**config.mk**
```make
export PLATFORM = sky130hd
export DESIGN_NAME = wm_addr_field
export DESIGN_NICKNAME = d
export VERILOG_FILES = /design/src/rtl/wm_pkg.sv /design/src/rtl/wm_ea_calc.sv /design/src/rtl/wm_field_extract.sv /design/src/rtl/wm_addr_field.sv
export SDC_FILE = /design/constraint.sdc
export NUM_CORES = 1
export LEC_CHECK = 0
export CELL_PAD_IN_SITES_DETAIL_PLACEMENT = 0
export CELL_PAD_IN_SITES_GLOBAL_PLACEMENT = 1
export CORE_AREA = 5 5 141 143
export DETAILED_ROUTE_END_ITERATION = 8
export DIE_AREA = 0 0 146 148
export DONT_BUFFER_PORTS = 1
export PLACE_DENSITY = 0.76
export SYNTH_ARGS = -nofsm -noshare
export SYNTH_HDL_FRONTEND = slang
export SYNTH_HIERARCHICAL = 1
export SYNTH_SLANG_ARGS = --single-unit
```
**constraint.sdc**
```tcl
create_clock -name clk -period 9.42 [get_ports clk]
set_input_delay 0.471 -clock clk [delete_from_list [all_inputs] [get_ports clk]]
set_output_delay 0.471 -clock clk [all_outputs]
set_load 0.03 [all_outputs]
```
**src/rtl/wm_pkg.sv**
```systemverilog
package wm_pkg;
  localparam int WM_BYTE_W    = 8;
  localparam int WM_NBYTES    = 5;
  localparam int WM_NIDX      = 6;
  localparam int WM_MEM_WORDS = 4000;

  typedef struct packed {
    logic idx;
    logic addr;
    logic field;
  } wm_err_t;
endpackage

```
**src/rtl/wm_ea_calc.sv**
```systemverilog
module wm_ea_calc #(
  parameter int BYTE_W    = 8,
  parameter int NIDX      = 6,
  parameter int MEM_WORDS = 4000
) (
  input  logic                        a_neg,
  input  logic [2*BYTE_W-1:0]         a_mag,
  input  logic [BYTE_W-1:0]           idx_sel,
  input  logic [NIDX*(2*BYTE_W+1)-1:0] idx_flat,
  output logic signed [2*BYTE_W+1:0]  ea,
  output logic                        idx_err,
  output logic                        addr_err
);
  localparam int IDX_W = 2*BYTE_W + 1;
  localparam int EA_W  = 2*BYTE_W + 2;
  localparam logic signed [EA_W-1:0] LIMIT = EA_W'(MEM_WORDS);

  logic signed [EA_W-1:0] ival [NIDX+1];
  logic signed [EA_W-1:0] base, off;

  assign ival[0] = '0;
  for (genvar g = 0; g < NIDX; g++) begin : g_idx
    logic               s;
    logic [2*BYTE_W-1:0] m;
    assign s = idx_flat[g*IDX_W + IDX_W - 1];
    assign m = idx_flat[g*IDX_W +: 2*BYTE_W];
    assign ival[g+1] = s ? -$signed({2'b00, m}) : $signed({2'b00, m});
  end

  always_comb begin
    idx_err = (int'(idx_sel) > NIDX);
    base    = a_neg ? -$signed({2'b00, a_mag}) : $signed({2'b00, a_mag});
    off     = '0;
    for (int j = 0; j <= NIDX; j++)
      if (int'(idx_sel) == j) off = ival[j];
    ea       = base + off;
    addr_err = (ea < 0) || (ea >= LIMIT);
  end
endmodule

```
**src/rtl/wm_field_extract.sv**
```systemverilog
module wm_field_extract #(
  parameter int BYTE_W = 8,
  parameter int NBYTES = 5
) (
  input  logic [NBYTES*BYTE_W:0] opnd,
  input  logic [BYTE_W-1:0]      fspec,
  output logic [NBYTES*BYTE_W:0] res,
  output logic                   field_err
);
  localparam int MAG_W = NBYTES*BYTE_W;

  int              l_i, r_i, lo_i;
  logic [MAG_W-1:0] masked, shifted;

  always_comb begin
    l_i  = int'(fspec[BYTE_W-1:3]);
    r_i  = int'(fspec[2:0]);
    lo_i = (l_i == 0) ? 1 : l_i;
    field_err = (l_i > r_i) || (r_i > NBYTES);
  end

  for (genvar k = 1; k <= NBYTES; k++) begin : g_byte
    assign masked[(NBYTES-k)*BYTE_W +: BYTE_W] =
      ((k >= lo_i) && (k <= r_i)) ? opnd[(NBYTES-k)*BYTE_W +: BYTE_W] : '0;
  end

  always_comb begin
    shifted = (r_i > NBYTES) ? '0 : (masked >> ((NBYTES - r_i) * BYTE_W));
    if (field_err) res = '0;
    else           res = {(l_i == 0) ? opnd[MAG_W] : 1'b0, shifted};
  end
endmodule

```
**src/rtl/wm_addr_field.sv**
```systemverilog
module wm_addr_field
  import wm_pkg::*;
#(
  parameter int BYTE_W    = WM_BYTE_W,
  parameter int NBYTES    = WM_NBYTES,
  parameter int NIDX      = WM_NIDX,
  parameter int MEM_WORDS = WM_MEM_WORDS
) (
  input  logic                          clk,
  input  logic                          rst_n,
  input  logic                          in_valid,
  output logic                          in_ready,
  input  logic [NBYTES*BYTE_W:0]        instr_i,
  input  logic [NIDX*(2*BYTE_W+1)-1:0]  idx_regs_i,
  input  logic [NBYTES*BYTE_W:0]        opnd_i,
  output logic                          out_valid,
  input  logic                          out_ready,
  output logic [2*BYTE_W+1:0]           ea_o,
  output logic [NBYTES*BYTE_W:0]        field_o,
  output logic [BYTE_W-1:0]             mod_o,
  output logic [BYTE_W-1:0]             opcode_o,
  output logic                          idx_err_o,
  output logic                          addr_err_o,
  output logic                          field_err_o
);
  localparam int WORD_W  = NBYTES*BYTE_W + 1;
  localparam int EA_W    = 2*BYTE_W + 2;
  localparam int OPC_LSB = 0;
  localparam int MOD_LSB = BYTE_W;
  localparam int IDX_LSB = 2*BYTE_W;
  localparam int ADR_LSB = (NBYTES-2)*BYTE_W;

  logic signed [EA_W-1:0] ea_c;
  logic [WORD_W-1:0]      field_c;
  wm_err_t                err_c, err_q;
  logic                   accept;

  wm_ea_calc #(.BYTE_W(BYTE_W), .NIDX(NIDX), .MEM_WORDS(MEM_WORDS)) ea_i (
    .a_neg    (instr_i[WORD_W-1]),
    .a_mag    (instr_i[ADR_LSB +: 2*BYTE_W]),
    .idx_sel  (instr_i[IDX_LSB +: BYTE_W]),
    .idx_flat (idx_regs_i),
    .ea       (ea_c),
    .idx_err  (err_c.idx),
    .addr_err (err_c.addr)
  );

  wm_field_extract #(.BYTE_W(BYTE_W), .NBYTES(NBYTES)) fx_i (
    .opnd      (opnd_i),
    .fspec     (instr_i[MOD_LSB +: BYTE_W]),
    .res       (field_c),
    .field_err (err_c.field)
  );

  assign in_ready = !out_valid || out_ready;
  assign accept   = in_valid && in_ready;

  always_ff @(posedge clk) begin
    if (!rst_n) begin
      out_valid <= 1'b0;
      ea_o      <= '0;
      field_o   <= '0;
      mod_o     <= '0;
      opcode_o  <= '0;
      err_q     <= '0;
    end else if (accept) begin
      out_valid <= 1'b1;
      ea_o      <= ea_c;
      field_o   <= field_c;
      mod_o     <= instr_i[MOD_LSB +: BYTE_W];
      opcode_o  <= instr_i[OPC_LSB +: BYTE_W];
      err_q     <= err_c;
    end else if (out_ready) begin
      out_valid <= 1'b0;
    end
  end

  assign idx_err_o   = err_q.idx;
  assign addr_err_o  = err_q.addr;
  assign field_err_o = err_q.field;
endmodule

```
## Word-level counts from Yosys, hierarchy flattened

Cells that the tools add are included.

| cells by class | value |
|---|---|
| multiplexer cells | 24 |
| equal/unequal tests | 6 |
| magnitude comparators | 15 |
| $add $sub $neg | 9 |
| shift operators | 1 |
| reduce and logical (&&, ||, !) cells | 13 |

Operators by type and width:

| kind | count |
|---|---|
| two-way mux 18 bit | 13 |
| negator 16 -> 18 bit | 7 |
| >= comparator 3 x 32 -> 1 bit, first input constant | 2 |
| >= comparator 4 x 32 -> 1 bit, first input constant | 2 |
| two-way mux 41 bit | 1 |
| two-way mux 40 bit | 1 |
| two-way mux 8 bit | 5 |
| right shift 40 x 32 -> 40 bit | 1 |
| >= comparator 2 x 32 -> 1 bit, first input constant | 1 |
| zero test 32 bit | 1 |
| == test 8 x 4 -> 1 bit, second input constant | 3 |
| adder 18 bit | 1 |
| >= comparator 18 x 13 -> 1 bit, second input constant | 1 |
| < comparator 18 x 1 -> 1 bit, second input constant | 1 |
| == test 8 x 3 -> 1 bit, second input constant | 2 |
| == test 8 x 2 -> 1 bit, second input constant | 1 |
| greater-than comparator 8 x 3 -> 1 bit, second input constant | 1 |
| less-or-equal comparator 2 x 3 -> 1 bit, first input constant | 2 |
| less-or-equal comparator 3 bit, first input constant | 2 |
| logical AND 1 bit | 6 |
| greater-than comparator 5 x 3 -> 1 bit | 1 |
| zero test 5 bit | 1 |
| two-way mux 5 bit | 1 |
| subtractor 3 x 3 -> 4 bit, first input constant | 1 |
| 6 further kinds | 10 |

| word-level totals | value |
|---|---|
| input bits | 188 |
| output and inout bits | 80 |
| register bits | 79 |
| word-level logic and storage cells | 76 |

## Depth between registers and ports, before layout

Gate-level depths: netlist of run 1.

| depth | value |
|---|---|
| word-level depth | 11 |
| depth in mapped cells | 21 |
| gate-level depth less buffers | 21 |

## Hierarchy

Netlist of run 1, hierarchy kept.

Modules (own cells, without submodules):

| module | sequential area each (µm²) | cells each | instances | area each (µm²) |
|---|---|---|---|---|
| wm_ea_calc | 0.0 | 565 | 1 | 3797.4 |
| wm_addr_field | 1581.5 | 343 | 1 | 3118.0 |
| wm_field_extract | 0.0 | 169 | 1 | 1257.5 |

## Least setup slack after synthesis of run 1

Ideal clock, no wire load.

| path | value |
|---|---|
| path type | input to register |
| start | input instr_i[21] |
| end | register err_q (netlist bit addr_err_o) |
| required time | 9300 ps |
| data arrival time | 4638 ps |
| path buffers | 2 |
| stages | 19 |
| setup slack | 4662 ps |
| setup time | 120 ps |
| cells stage by stage | or4_1 -> or3_1 -> or3b_1 -> clkbuf_1 -> clkbuf_1 -> nor2_1 -> o32ai_1 -> o21ai_0 -> ha_1 -> a211oi_1 -> o21bai_1 -> o211ai_1 -> a311oi_1 -> a221oi_1 -> xnor2_1 -> a2111oi_0 -> or4b_1 -> nand2_1 -> mux2i_1 |

RTL lines:

| element | line | text |
|---|---|---|
| start, declared | wm_addr_field.sv:13 | `input logic [NBYTES*BYTE_W:0] instr_i,` |
| end signal, assigned | wm_addr_field.sv:72 | `err_q <= err_c;` |
| end, declared | wm_addr_field.sv:35 | `wm_err_t err_c, err_q;` |

==> results of run 1 <==
-- synthesized netlist by cell type (9+ instances only) --
cell	n	area share (%)
a211oi_1	19	1.7
a21oi_1	31	1.9
a221oi_1	30	3.2
and3_1	13	1.0
clkbuf_1	44	2.0
dfxtp_1	79	19
ha_1	31	4.7
inv_1	26	1.2
mux2i_1	83	10
nand2_1	219	10
nand2b_1	9	0.69
nand3_1	15	0.92
nor2_1	47	2.2
nor2b_1	11	0.84
nor3_1	19	1.2
nor4_1	17	1.3
o21ai_0	58	3.6
o22ai_1	28	2.1
o31ai_1	25	2.3
o41ai_1	11	1.2
or3_1	15	1.1
or4_1	13	1.2
xnor2_1	60	6.4
xor2_1	55	5.9
-- cells in the final DEF, fill, tap and decap left out, types with 19 or more instances in the layout --
cell        n
mux2i_1    83
o31ai_1    25
a211oi_1   19
nor3_1     19
nand2_1   219
xnor2_1    60
o22ai_1    28
o21ai_0    58
xor2_1     55
a21oi_1    31
inv_1      26
ha_1       31
dfxtp_1    79
a221oi_1   30
nor2_1     47
-- cells by family after synthesis --
kind of cell,Yosys count
DFF,79
and+or+nand+nor,412
AOI/OAI and AO/OA,264
muxes,83
adders and majority gates,32
buffers and inverters,92
xor gates and xnor gates,115
-- layer usage --
| layer | wire length, microns | vias to the layer above | GRT usage, % |
|---|---|---|---|
| met1 | 10500 | 3554 | 27.6 |
| li1 | - | 3839 | - |
| met4 | 1080 | 0 | 10.2 |
| met5 | 0 | - | 0 |
| met3 | 2710 | 54 | 8.06 |
| met2 | 12600 | 312 | 40.2 |
-- flip-flops by register name, indices dropped and copies added (netlist names) --
register and cells:
field_o 41, ea_o 18, mod_o 8, opcode_o 8, addr_err_o 1, field_err_o 1
idx_err_o 1, out_valid 1
-- report_power, final --
group / total (mW) / switching (mW) / internal [mW]
Sequential: 0.385 / 0.0373 / 0.348
Combinational: 0.201 / 0.112 / 0.0888
Clock: 0.341 / 0.149 / 0.193
-- worst max-delay path: stages --
cell and delay [ns]:
or4_1 0.59, or3_1 0.39, or3b_1 0.58, nor2_1 0.19
o32ai_1 0.16, o21ai_0 0.20, ha_1 0.31, a211oi_1 0.24
o21bai_1 0.14, o211ai_1 0.24, a311oi_1 0.15, a221oi_1 0.36
xnor2_1 0.14, a2111oi_0 0.33, or4b_1 0.47, nand2_1 0.07
mux2i_1 0.05
-- per-stage QoR --
| stage | instance area (sq um) | total power, mW | hold slack (ns) | instances |
|---|---|---|---|---|
| global route | 8470 | 0.977 | 0.253 | 1266 |
| detailed placement | 8170 | 0.594 | 0.594 | 1250 |
| floorplan | 8170 | 0.569 | 0.583 | 1077 |
| CTS | 8470 | 0.939 | 0.255 | 1266 |
| finish | 8470 | 0.928 | 0.266 | 1266 |
| global placement | 8170 | 0.594 | 0.592 | 1250 |
-- final cells by class --
| class | count | area (sq um) | share of cell area (%) |
|---|---|---|---|
| multi-input combinational | 906 | 6160 | 72.8 |
| sequential | 79 | 1580 | 18.7 |
| tap | 234 | 293 | 3.46 |
| clock buffer | 10 | 239 | 2.82 |
| inverter | 27 | 104 | 1.23 |
| clock inverter | 6 | 57.6 | 0.680 |
| timing repair buffer | 4 | 30.0 | 0.355 |
-- final timing paths --
check | from | to | slack [ns] | cells after the start
max | instr_i[21] | addr_err_o$_SDFFE_PN0P_ | 4.50 | 17
min | instr_i[1] | opcode_o[1]$_SDFFE_PN0P_ | 0.27 | 2
max reg2reg | out_valid$_SDFFE_PN0P_ | field_o[37]$_SDFFE_PN0P_ | 7.20 | 4
min reg2reg | field_o[34]$_SDFFE_PN0P_ | field_o[34]$_SDFFE_PN0P_ | 0.60 | 2
==> results.md, run 1 <==
* Status: complete, no violations
* Clock skew at between 0.007 and 0.008 ns
* Total CTS buffers at 9
* Yosys warning count at 6
* DP Worst Slack at about 4.2 ns
* Area growth, synth to finish at 3.58%
* Syn_area_per_cell at ~7.6 sq um
* Initial Util at between 40% and 50%
* Critical Path AT at between 5 and 6 ns
* Slew @ Worst Pin at 1.11 ns
* Drc violations at 0
* Final Cycle Share at 52.3%
* Diode count at 0
* FILL cells at approximately 1900
* Netlist cell types at a little under 80
* First-pass GRT wire length at approximately 42000 microns
* Nets at 1247
* Wire per inst at 21.2 microns
* CTS Hold Bufs at 0
* Setup TNS at 0 ns
* Crit Path Class: primary input to flop
* Final setup margin at roughly 4.5 ns
* Post-synthesis xor/xnor area fraction at 12.3%
* Clock Path Buffers at 2
* H-tree Lvls at 3
* Post-Synth Simple-Gate Area at approximately a quarter
* Post-CTS Resized at 0
* Iter 0 DRT Violations at 501
* Ports at between 200 and 300
* All-layer global routing usage at 23.8%
* Worst hold path class: primary input to flop
* Max VDD drop at 76.2 uV
* Routed vias/inst at 6.13
* Final min period at around 4.9 ns
* Compound-Gate Fraction of Synth Area at a little under a quarter
* HPWL Detailed at 22100 microns
* Post-synth EDFFs at 0
* Pwr/cell area at between 100 and 150 nW/um^2
* Peak Freq at ~200 MHz
* Post-CTS Setup Inserts at 0
* Initial antenna violation count at 0
* CTS clk-pin slew, worst paths at 0.07 ns
* Worst Setup Start Kind: primary input
* Ys flop type: dfxtp_1
* Rows at 50
* Clk_lat worst skew at between 0.3 and 0.4 ns
* DR pass1 iterations at 5
* Post-route ant nets at 0
* Post-synthesis sequential area ratio at 19.4%
* RSZ-0062 raised after global routing: no
* Port Buffers at 0
* Aggregate global routing overflow at 0
* Core ar. at 18500 sq um
* Hold Vio Cnt, Final at 0
* Die Span Y at 148 microns
* Synthesized cell area at around 8200 sq um
* Critical Path End Type: flop
* WL final at 26900 microns
* Ys async rst share at 0%
* Routability cong. at roughly 0.92
* Synth Instances at 1077
* Multiplexer share of the synthesized area at between 10 and 15%
* Share of layout cells above drive strength 1 at under 10%
* Largest family of logic cells by synthesized area: simple AND/OR/NAND/NOR gates
* Final Max Slew Viols at 0
* Crit Path Max Fanout at 14
* Syn Nets at approximately 1300
* Vias at around 7800
* Fin util at a little under half
* Flops & latches, synth at a little under 80
* Horiz. Die Dim at between 100 and 150 microns
* Clock Tree Root: clkbuf_16
* Pleak at about 3.1 nW
* Rel. slew slack at between 20 and 30%
* Setup violators final at 0
* Adder-Cell Fraction of Synth Area at 4.99%
* Largest net degree at the start of global routing at roughly 160
* Vias in the first global route at between 7000 and 8000
* Crit path required time at approximately 9.6 ns
* Clk sinks at a little under 80
* Maxcap violations at 0
* CTS tree: done
* Die ar. at between 20000 and 25000 sq um
(Power assumes the default switching activity.)
==> inputs of run 2 (changes only) <==
==> constraint.sdc (replaced) <==
create_clock -name clk -period 5.1 [get_ports clk]
set_input_delay 0.255 -clock clk [delete_from_list [all_inputs] [get_ports clk]]
set_output_delay 0.255 -clock clk [all_outputs]
set_load 0.03 [all_outputs]
==> run 2 against run 1 <==
Design area up 1.1%; register-to-register slack worse by 4.4 ns; critical path type unchanged; utilization rose by 0.52 points; largest power group is now the clock network; clock power is 120% higher; combinational power grew 85%; highest routed layer unchanged; die area unchanged; sequential cell count stayed put.
==> results.md, run 2 (synthesis gave the netlist of run 1 again) <==
* All-layer global routing usage at 24.2%
* WL final at approximately 28000 microns
* Maxcap violations at 0
* Post-CTS Setup Inserts at 0
* Crit Path Class: primary input to flop
* Horiz. Die Dim at between 100 and 150 microns
* H-tree Lvls at 3
* Hold Vio Cnt, Final at 0
* Pleak at between 3 and 4 nW
* Routed vias/inst at approximately 6.2
* Diode count at 0
* CTS Hold Bufs at 0
* Initial Util at between 40 and 50%
* Clk sinks at 79
* Clock skew at 0.00920 ns
* Setup TNS at 0 ns
* Commonest non-fill, non-tap cell in the layout: nand2_1
* Most flops, register: field_o
* Pwr/cell area at ~210 nW/um^2
* Drc violations at 0
* Worst Setup Start Kind: primary input
* Rows at 50
* Rel. slew slack at approximately 44%
* Post-CTS Resized at 0
* First-pass GRT wire length at 42400 microns
* Largest net degree at the start of global routing at around 160
* Setup violators final at 0
* CTS clk-pin slew, worst paths at approximately 0.060 ns
* Most frequent cells in the layout: nand2_1, mux2i_1, dfxtp_1, xnor2_1, o21ai_0
* Clock Path Buffers at 2
* Port Buffers at 0
* Placement Cell Area at a little over 8000 sq um
* Largest regs: field_o: 41 flops, ea_o: 18 flops
* Area growth, synth to finish at 4.75%
* Max FFs per register at between 40 and 50
* Critical Path End Type: flop
* Clk_lat worst skew at ~0.34 ns
* Core ar. at ~18000 sq um
* Critical Path AT at 4.78 ns
* Iter 0 DRT Violations at 469
* Final Cycle Share at between 80% and 90%
* CTS tree: done
* Wire per inst at ~22 microns
* RSZ-0062 raised after global routing: no
* DR pass1 iterations at 7
* Total CTS buffers at 9
* Crit Path Max Fanout at 4
* Die ar. at around 22000 sq um
* Vias at roughly 8000
* Max VDD drop at between 100 and 150 uV
* Status: complete, no violations
* Die Span Y at approximately 150 microns
* Nets at 1252
* Final Instance Area at ~8600 sq um
* Routability cong. at roughly 0.96
* Final Max Slew Viols at 0
* Share of layout cells above drive strength 1 at a little under 6%
* Clock Tree Root: clkbuf_16
* Final min period at approximately 4.6 ns
* Peak Freq at between 200 and 250 MHz
* Vias in the first global route at approximately 7500
* HPWL Detailed at 22500 microns
* Slew @ Worst Pin at 0.842 ns
* Worst hold path class: primary input to flop
* Crit path required time at about 5.3 ns
* Aggregate global routing overflow at 0
* Post-route ant nets at 0
* Initial antenna violation count at 0
* Ports at roughly 270
## run 2: area by class of cell
cell class                 count  area (sq um)
tap                          234           293
inverter                      27           104
multi-input combinational    906          6160
fill                        1942          9890
sequential                    79          1580
clock inverter                 6           115
timing repair buffer           9          67.6
clock buffer                  10           239
## run 2: where the power goes
group | leakage (nW) | internal [mW] | switching, mW
combinational | 2.34 | 0.164 | 0.207
sequential | 0.644 | 0.643 | 0.0688
clock | 0.169 | 0.494 | 0.264
## run 2: stage by stage
step	setup WS [ns]	hold slack, ns	cells	util [%]	power (mW)
finish	0.516	0.0482	1271	46.4	1.84
global route	0.241	0.0407	1271	46.4	1.92
floorplan	0.558	0.394	1077	-	1.05
detailed placement	0.229	0.403	1255	44.5	1.10
CTS	0.560	0.0402	1271	46.4	1.86
global placement	0.280	0.396	1255	44.5	1.09
## run 2: worst max-delay path, cell delays in order
cell	delay (ns)
or4_1	0.59
or3_1	0.40
or3b_1	0.45
nor2_1	0.13
o32ai_1	0.14
o21ai_0	0.20
ha_1	0.32
a211oi_1	0.26
o21bai_1	0.15
o211ai_1	0.28
a311oi_1	0.16
a221oi_1	0.39
xnor2_1	0.15
a2111oi_0	0.31
or4b_1	0.46
nand2_1	0.07
mux2i_1	0.06
## run 2: final timing paths
kind	from	to	slack [ns]	cells past startpoint
setup / recovery	instr_i[21]	addr_err_o$_SDFFE_PN0P_	0.52	17
hold / removal	in_valid	out_valid$_SDFFE_PN0P_	0.05	2
setup reg to reg	out_valid$_SDFFE_PN0P_	field_o[0]$_SDFFE_PN0P_	2.84	4
hold reg to reg	field_o[39]$_SDFFE_PN0P_	field_o[39]$_SDFFE_PN0P_	0.61	2
## run 2: layer usage
metal,part of all wire (%),track usage (%),vias up
met4,3.4,9.45,0
met5,0,0,-
met1,40,29.8,3685
li1,-,-,3842
met2,47,39.9,355
met3,9.7,7.05,44
